## config.mk

```make
export PLATFORM = sky130hd
export DESIGN_NAME = ea_addr_gen
export DESIGN_NICKNAME = d
export VERILOG_FILES = /design/src/rtl/ea_pkg.sv /design/src/rtl/ea_term_sel.sv /design/src/rtl/ea_disp_ext.sv /design/src/rtl/ea_addr_gen.sv
export SDC_FILE = /design/constraint.sdc
export NUM_CORES = 1
export LEC_CHECK = 0
export CAP_MARGIN = 20
export CORE_MARGIN = 3
export CORE_UTILIZATION = 41
export DETAILED_ROUTE_END_ITERATION = 7
export GPL_ROUTABILITY_DRIVEN = 0
export PLACE_DENSITY = 0.86
export SLEW_MARGIN = 20
export SYNTH_ARGS = -nofsm -noshare
export SYNTH_HDL_FRONTEND = slang
export SYNTH_SLANG_ARGS = --single-unit
```

## constraint.sdc

```tcl
create_clock -name clk -period 8 [get_ports clk]
set_input_delay 2.4 -clock clk [delete_from_list [all_inputs] [get_ports clk]]
set_output_delay 2.4 -clock clk [all_outputs]
set_load 0.005 [all_outputs]
```

## src/rtl/ea_pkg.sv

```systemverilog
package ea_pkg;
    localparam int OFS_W  = 16;
    localparam int PHYS_W = 24;
    localparam int BYTE_W = 8;
    localparam int EXT_W  = OFS_W - BYTE_W;

    typedef logic [OFS_W-1:0]  ofs_t;
    typedef logic [PHYS_W-1:0] phys_t;

    typedef enum logic [2:0] {
        M_BX_SI = 3'd0, M_BX_DI = 3'd1, M_BP_SI = 3'd2, M_BP_DI = 3'd3,
        M_SI    = 3'd4, M_DI    = 3'd5, M_BP    = 3'd6, M_BX    = 3'd7
    } mode_e;

    typedef enum logic [1:0] {
        F_REG = 2'd0, F_ABS = 2'd1, F_SPREL = 2'd2, F_ABS_ALT = 2'd3
    } form_e;

    typedef enum logic [1:0] {
        D_NONE = 2'd0, D_BYTE = 2'd1, D_WORD = 2'd2, D_WORD_ALT = 2'd3
    } dsz_e;

    typedef struct packed {
        ofs_t base;
        ofs_t index;
        logic stack;
    } terms_t;

    typedef struct packed {
        ofs_t  offset;
        phys_t phys;
        logic  stack;
    } result_t;

    function automatic ofs_t sext_byte(input logic [BYTE_W-1:0] b);
        return {{EXT_W{b[BYTE_W-1]}}, b};
    endfunction

    function automatic phys_t zext_ofs(input ofs_t o);
        return {{(PHYS_W-OFS_W){1'b0}}, o};
    endfunction
endpackage

```

## src/rtl/ea_term_sel.sv

```systemverilog
module ea_term_sel
    import ea_pkg::*;
(
    input  form_e  form,
    input  mode_e  mode,
    input  ofs_t   bx,
    input  ofs_t   bp,
    input  ofs_t   si,
    input  ofs_t   di,
    input  ofs_t   sp,
    output terms_t terms
);
    always_comb begin
        terms = '0;
        unique case (form)
            F_REG: begin
                unique case (mode)
                    M_BX_SI: begin terms.base = bx; terms.index = si; terms.stack = 1'b0; end
                    M_BX_DI: begin terms.base = bx; terms.index = di; terms.stack = 1'b0; end
                    M_BP_SI: begin terms.base = bp; terms.index = si; terms.stack = 1'b1; end
                    M_BP_DI: begin terms.base = bp; terms.index = di; terms.stack = 1'b1; end
                    M_SI:    begin terms.base = si; terms.stack = 1'b0; end
                    M_DI:    begin terms.base = di; terms.stack = 1'b0; end
                    M_BP:    begin terms.base = bp; terms.stack = 1'b1; end
                    M_BX:    begin terms.base = bx; terms.stack = 1'b0; end
                    default: terms = '0;
                endcase
            end
            F_SPREL: begin
                terms.base  = sp;
                terms.stack = 1'b1;
            end
            default: terms = '0;
        endcase
    end

    always_comb begin
        if (form == F_ABS || form == F_ABS_ALT)
            a_abs_zero_r9: assert (terms.base == '0 && terms.index == '0 && !terms.stack);
    end
endmodule

```

## src/rtl/ea_disp_ext.sv

```systemverilog
module ea_disp_ext
    import ea_pkg::*;
(
    input  dsz_e dsz,
    input  ofs_t disp,
    output ofs_t disp_ext
);
    always_comb begin
        unique case (dsz)
            D_NONE:  disp_ext = '0;
            D_BYTE:  disp_ext = sext_byte(disp[BYTE_W-1:0]);
            default: disp_ext = disp;
        endcase
    end

    always_comb begin
        if (dsz == D_BYTE)
            a_byte_ext_r6: assert (disp_ext[OFS_W-1:BYTE_W] == '0 || disp_ext[OFS_W-1:BYTE_W] == '1);
    end
endmodule

```

## src/rtl/ea_addr_gen.sv

```systemverilog
module ea_addr_gen
    import ea_pkg::*;
(
    input  logic              clk,
    input  logic              rst,
    input  logic              in_valid,
    input  logic [1:0]        form,
    input  logic [2:0]        mode,
    input  logic [1:0]        disp_sz,
    input  logic [OFS_W-1:0]  disp,
    input  logic [OFS_W-1:0]  reg_bx,
    input  logic [OFS_W-1:0]  reg_bp,
    input  logic [OFS_W-1:0]  reg_si,
    input  logic [OFS_W-1:0]  reg_di,
    input  logic [OFS_W-1:0]  reg_sp,
    input  logic [PHYS_W-1:0] data_base,
    input  logic [PHYS_W-1:0] stack_base,
    output logic              out_valid,
    output logic [OFS_W-1:0]  out_offset,
    output logic [PHYS_W-1:0] out_phys,
    output logic              out_stack
);
    terms_t  terms;
    ofs_t    disp_ext;
    result_t nxt;
    result_t res_q;
    logic    vld_q;

    ea_term_sel u_terms (
        .form  (form_e'(form)),
        .mode  (mode_e'(mode)),
        .bx    (reg_bx),
        .bp    (reg_bp),
        .si    (reg_si),
        .di    (reg_di),
        .sp    (reg_sp),
        .terms (terms)
    );

    ea_disp_ext u_disp (
        .dsz      (dsz_e'(disp_sz)),
        .disp     (disp),
        .disp_ext (disp_ext)
    );

    always_comb begin
        nxt.offset = terms.base + terms.index + disp_ext;
        nxt.stack  = terms.stack;
        nxt.phys   = (terms.stack ? stack_base : data_base) + zext_ofs(nxt.offset);
    end

    always_ff @(posedge clk) begin
        if (rst) begin
            vld_q <= 1'b0;
            res_q <= '0;
        end else begin
            vld_q <= in_valid;
            if (in_valid)
                res_q <= nxt;
        end
    end

    assign out_valid  = vld_q;
    assign out_offset = res_q.offset;
    assign out_phys   = res_q.phys;
    assign out_stack  = res_q.stack;

    p_valid_lat_r2: assert property (@(posedge clk) disable iff (rst)
        out_valid == $past(in_valid && !rst));

    p_hold_r10: assert property (@(posedge clk) disable iff (rst)
        (!$past(in_valid) && !$past(rst)) |-> ($stable(out_offset) && $stable(out_phys) && $stable(out_stack)));

    p_phys_sum_r8: assert property (@(posedge clk) disable iff (rst)
        (out_valid && !$past(rst)) |->
            out_phys == (out_stack ? $past(stack_base) : $past(data_base)) + zext_ofs(out_offset));

    p_sprel_stack_r5: assert property (@(posedge clk) disable iff (rst)
        (out_valid && $past(form) == 2'd2) |-> out_stack);

    p_abs_data_r4: assert property (@(posedge clk) disable iff (rst)
        (out_valid && $past(form[0])) |-> !out_stack);
endmodule

```

### Word-level counts from Yosys, hierarchy flattened

Cells that the tools add are included.

* equality and inequality tests: 9
* muxes and demuxes: 8
* reductions and logical operators: 8
* add/subtract/negate cells: 3

Operators with widths (number)
* 16-bit case mux with 2 select lines: 3
* 16-bit case mux with 4 select lines: 1
* 16-bit adder: 2
* 24-bit by 16-bit adder with 24-bit output: 1
* 24-bit two-way mux: 1
* 16-bit two-way mux: 1
* 3-bit equality test, second input constant: 4
* 3-bit by 2-bit equality test with 1-bit output, second input constant: 2
* 3-bit OR reduction: 2
* 5-bit OR reduction: 1
* 2-bit logical NOT: 2
* 1-bit case mux with 2 select lines: 2
* 2-bit OR reduction: 2
* 3-bit by 1-bit equality test with 1-bit output, second input constant: 1
* 3-bit logical NOT: 1
* 2-bit by 1-bit equality test with 1-bit output, second input constant: 1
* 2-bit equality test, second input constant: 1

* output and inout port bits: 42
* flip-flop bits (word level): 42
* bits of input ports: 154
* word-level logic and storage cells: 32

### Depth between registers and ports, before layout

Gate-level depths: netlist of the first run.

* depth after elaboration: 7
* depth in mapped cells: 28
* mapped depth without buffers: 26

### Modules after synthesis

From an unflattened synthesis of the first run, not the netlist that was laid out.

* cells, all modules: 574
* area, all modules: 4931.0 um^2

By module, submodules not included
* ea_addr_gen: seq. area each 840.8 um^2, cells an instance 392, area an instance 3619.7 um^2, times used 1
* ea_term_sel: seq. area each 0.0 um^2, cells an instance 155, area an instance 1158.6 um^2, times used 1
* ea_disp_ext: seq. area each 0.0 um^2, cells an instance 27, area an instance 152.6 um^2, times used 1

### Worst setup path after synthesis of the first run

OpenSTA, ideal clock, no wires.

* path kind: input -> register
* from: input mode[1]
* to: register res_q, in the netlist out_phys[15]
* data required time: 7.866 ns
* arrival: 7.860 ns
* path slack: 0.005 ns
* cell stages on the path: 25
* buffers on the path: 2
* setup time: 0.134 ns
* cells stage by stage: buf_1 -> clkbuf_1 -> mux2i_1 -> nand2_1 -> o21ai_0 -> a211oi_1 -> a21oi_1 -> or2_2 -> fa_1 -> inv_1 -> ha_1 -> a211o_1 -> a21oi_1 -> nor2b_1 -> nor2_1 -> xnor2_1 -> ha_1 -> and4_1 -> a21oi_1 -> o2bb2ai_1 -> o31ai_1 -> a31oi_1 -> o41ai_2 -> a2111oi_0 -> or4_1

RTL lines
* from (decl): RTL line ea_addr_gen.sv:8 `input logic [2:0] mode,`
* to (signal assigned): RTL line ea_addr_gen.sv:59 `res_q <= nxt;`
* to (decl): RTL line ea_addr_gen.sv:26 `result_t res_q;`

==> metrics, run 1 <==
Startpoint Class input pin; area post-placement 7284 µm²; WL/cell 15.46 µm; via count 5258; worst endpoint data arrival time 7810 ps; Reg-to-Reg End out_phys[15]$_SDFFE_PP0P_; number of synthesis warnings 0; largest net degree at the start of global routing 51; Final min period 7652 ps; largest family of logic cells by synthesized area compound AO/OA/AOI/OAI gates; FF-to-FF Start out_phys[15]$_SDFFE_PP0P_; Yosys cell types 61; dpl hpwl 12440 µm; Cell Area, Synth 5060 µm²; Clock Latency Late Sink 280 ps; leakage 3.227 nW; R2R setup slack 7040 ps; Yosys top cell by area dfxtp_1; Hold/Removal Path Class reg -> reg; Antenna Cells 0; global-route wire length before repair 24610 µm; CTS tree built; switching part of the total 0.3581; CTS max path bufs 2; pwr dens 171.8 nW/µm²; internal power 0.0008322 W; status finished, final reports clean; core area 11760 µm²; destination of the worst hold path out_phys[17]$_SDFFE_PP0P_; CP Class in -> reg; max-cap viol count 0; Root Buffer Master clkbuf_16; Final Max Tran Viols 0; Post-Synth Simple-Gate Area 0.1860; Reg power frac 0.211; Comb power frac 0.587; commonest cells in the netlist nor2_1 (59), mux2i_1 (55), nand2_1 (47), a21oi_1 (45), dfxtp_1 (42); Placed Instances 980; wirelength, routed 15280 µm; XOR/XNOR Fraction of Synth Area 0.05984; asr flop ratio synth 0; Slew HR 0.5586; Reg clk slew, reported paths 60 ps; Synth top area share 0.1662; Chip Width 117.1 µm; worst vdd ir 0.0001394 V; cts bufs inserted 5; Hold Crit Depth 2; synthesis-to-layout area growth 49.13%; gr ovfl total 0; Synth Area per Inst 7.993 µm²; Final Hold Vio Count 0; DR iter-0 viols 272; Critical Path Sink Type flip-flop; ratio of cells with drive above 1 in the final layout 0.1153; maximum clock frequency 0.1307 GHz; Non-Filler Instances 988; Max FO, Critical Path 8; FF+latch count, synth 42; drt first pass iters 5; worst hold path startpoint out_phys[17]$_SDFFE_PP0P_; Die ar. 13710 µm²; EDFF count, synth 0; Routed Antenna Nets 0; num rows 39; main area contributors after synthesis dfxtp_1 (17%), mux2i_1 (11%), ha_1 (7.4%); vias in the first global route 5242; I/O Buffers 195; Synth Area in Compound Gates 0.2196; Post-Synth Adder-Cell Area 0.1414; fin area 7546 µm²; CP Data Required Time 8160 ps; # H-tree levels 2; Clock Skews 0 ps; drt via density 5.322; R2R depth 2; Die H 117.1 µm; IO Pins 196; post-synthesis mux area share 0.1711; Synth Instances 633; period utilization 0.9565; Final #Nets 1024; clock group share of total power 0.202; NetSw 0.0004643 W; TritonCTS Sinks 42; # DRC 0; Initial Utilization 0.4303; Post-CTS Setup Bufs 0; CTS Hold Bufs 0; most frequent cell after synthesis nor2_1; GRT Util Overall 0.2202; syn nets 834; Post-synth top flop dfxtp_1; Hold WS 445.3 ps; initial antenna violation count 0; worst slew pin tran 662.1 ps; final setup vio count 0; total power 0.001296 W; sequential fraction of the synthesis area 0.1662
-- power groups by stage --
stage                     Combinational (W)  Sequential (W)  Clock [W]
after global placement             0.000725        0.000276          0
after global routing               0.000841        0.000278   0.000275
after CTS                          0.000743        0.000273   0.000265
after detailed placement           0.000734        0.000277          0
after floorplan                    0.000449        0.000279          0
final                              0.000761        0.000273   0.000262
-- sequential cells by signal, indices dropped and copies added (netlist names) --
name / flops
out_valid: 1
out_offset: 16
out_phys: 24
out_stack: 1
-- through the flow --
| stage | utilization | setup TNS [ps] | worst slack, ps |
|---|---|---|---|
| floorplan | - | 0 | 5.458 |
| global placement | 0.6194 | 0 | 93.99 |
| detailed placement | 0.6194 | -41.76 | -27.53 |
| CTS | 0.6359 | 0 | 142.6 |
| global route | 0.6417 | -0.2656 | -0.2656 |
| finish | 0.6417 | 0 | 347.7 |
-- layout make-up --
| type | count | area, µm² |
|---|---|---|
| clock buffers | 5 | 125.1 |
| clock inverters | 3 | 68.82 |
| fillers | 989 | 4214 |
| inverters | 34 | 127.6 |
| multi-input cells | 518 | 3995 |
| flip-flops and latches | 42 | 840.8 |
| well taps | 164 | 205.2 |
| repair buffers | 222 | 2183 |
-- worst max-delay path: stages --
cell	delay [ps]
clkdlybuf4s50_1	540
a21bo_4	210
o22ai_1	100
a211oi_1	230
a21oi_1	50
or2_2	290
fa_1	440
inv_1	60
ha_1	160
inv_1	50
fa_1	400
nand2b_1	200
a211oi_2	270
nor2_1	90
xnor2_1	140
ha_1	350
and4_1	200
a21oi_1	60
o2bb2ai_1	170
o31ai_2	260
a31oi_2	160
o41ai_2	330
a2111oi_1	130
or4_1	520
-- worst max path at each step --
stage                                            to  slack [ps]  cells after the start    start
after detailed placement  out_phys[16]$_SDFFE_PP0P_         -30                     27  mode[1]
after global placement    out_phys[15]$_SDFFE_PP0P_          90                     24  mode[0]
after CTS                 out_phys[16]$_SDFFE_PP0P_         140                     27  mode[1]
final                     out_phys[15]$_SDFFE_PP0P_         350                     24  mode[2]
after global routing      out_phys[16]$_SDFFE_PP0P_        -0.3                     25  mode[2]
after floorplan           out_phys[15]$_SDFFE_PP0P_           5                     25  mode[1]
-- cells by family (layout without fill, tap and decap cells) --
group           after synthesis  in the layout
simple gates                189            189
compound gates              167            167
mux                          82             82
buf+inv                      73            264
fa+ha+maj                    47             47
flops                        42             42
xor+xnor                     33             33
-- metal layers --
metal,part of all wire,global-route usage,up-vias
met5,0,0,-
met4,0.019,0.04740,0
met3,0.054,0.03188,22
met2,0.50,0.3929,151
met1,0.43,0.2820,2428
li1,-,-,2657
-- repair_timing --
item / 4_1_cts / 5_1_grt
endpoints found under the hold margin: 0 / 0
gates resized for setup: 0 / 20
endpoints found under the setup margin: 0 / 11
-- cells in the final DEF, fill, tap and decap left out, types with 4 or more instances in the layout --
cell type	count
a211oi_1	24
xor2_1	9
o21ai_1	4
o21ai_0	26
o21bai_1	5
o311ai_0	4
or2_2	13
clkdlybuf4s50_1	192
o22ai_1	15
nor3_1	8
mux2i_1	55
o21a_1	4
or3_1	5
fa_1	17
ha_1	29
xnor2_1	23
nand2_1	47
nor3b_1	9
nand3_1	8
nor2_1	59
a21o_1	17
mux2_2	26
inv_1	34
dfxtp_1	42
a21oi_1	44
buf_4	24
clkbuf_16	5
nand2b_1	10
nand4_1	5
(Power assumes the default switching activity.)
==> run 2, diff against run 1 <==
--- a/config.mk
+++ b/config.mk
@@ -10,6 +10,7 @@
 export CORE_UTILIZATION = 41
 export DETAILED_ROUTE_END_ITERATION = 7
 export GPL_ROUTABILITY_DRIVEN = 0
+export GPL_TIMING_DRIVEN = 1
 export PLACE_DENSITY = 0.86
 export SLEW_MARGIN = 20
 export SYNTH_ARGS = -nofsm -noshare
==> results of run 2 <==
Same layout as run 1: the final DEF is identical, and so are final timing and power.
==> run 3, diff against run 2 <==
--- a/config.mk
+++ b/config.mk
@@ -9,7 +9,6 @@
 export CORE_MARGIN = 3
 export CORE_UTILIZATION = 41
 export DETAILED_ROUTE_END_ITERATION = 7
-export GPL_ROUTABILITY_DRIVEN = 0
 export GPL_TIMING_DRIVEN = 1
 export PLACE_DENSITY = 0.86
 export SLEW_MARGIN = 20
==> results of run 3 <==
Same layout as run 1: the final DEF is identical, and so are final timing and power.
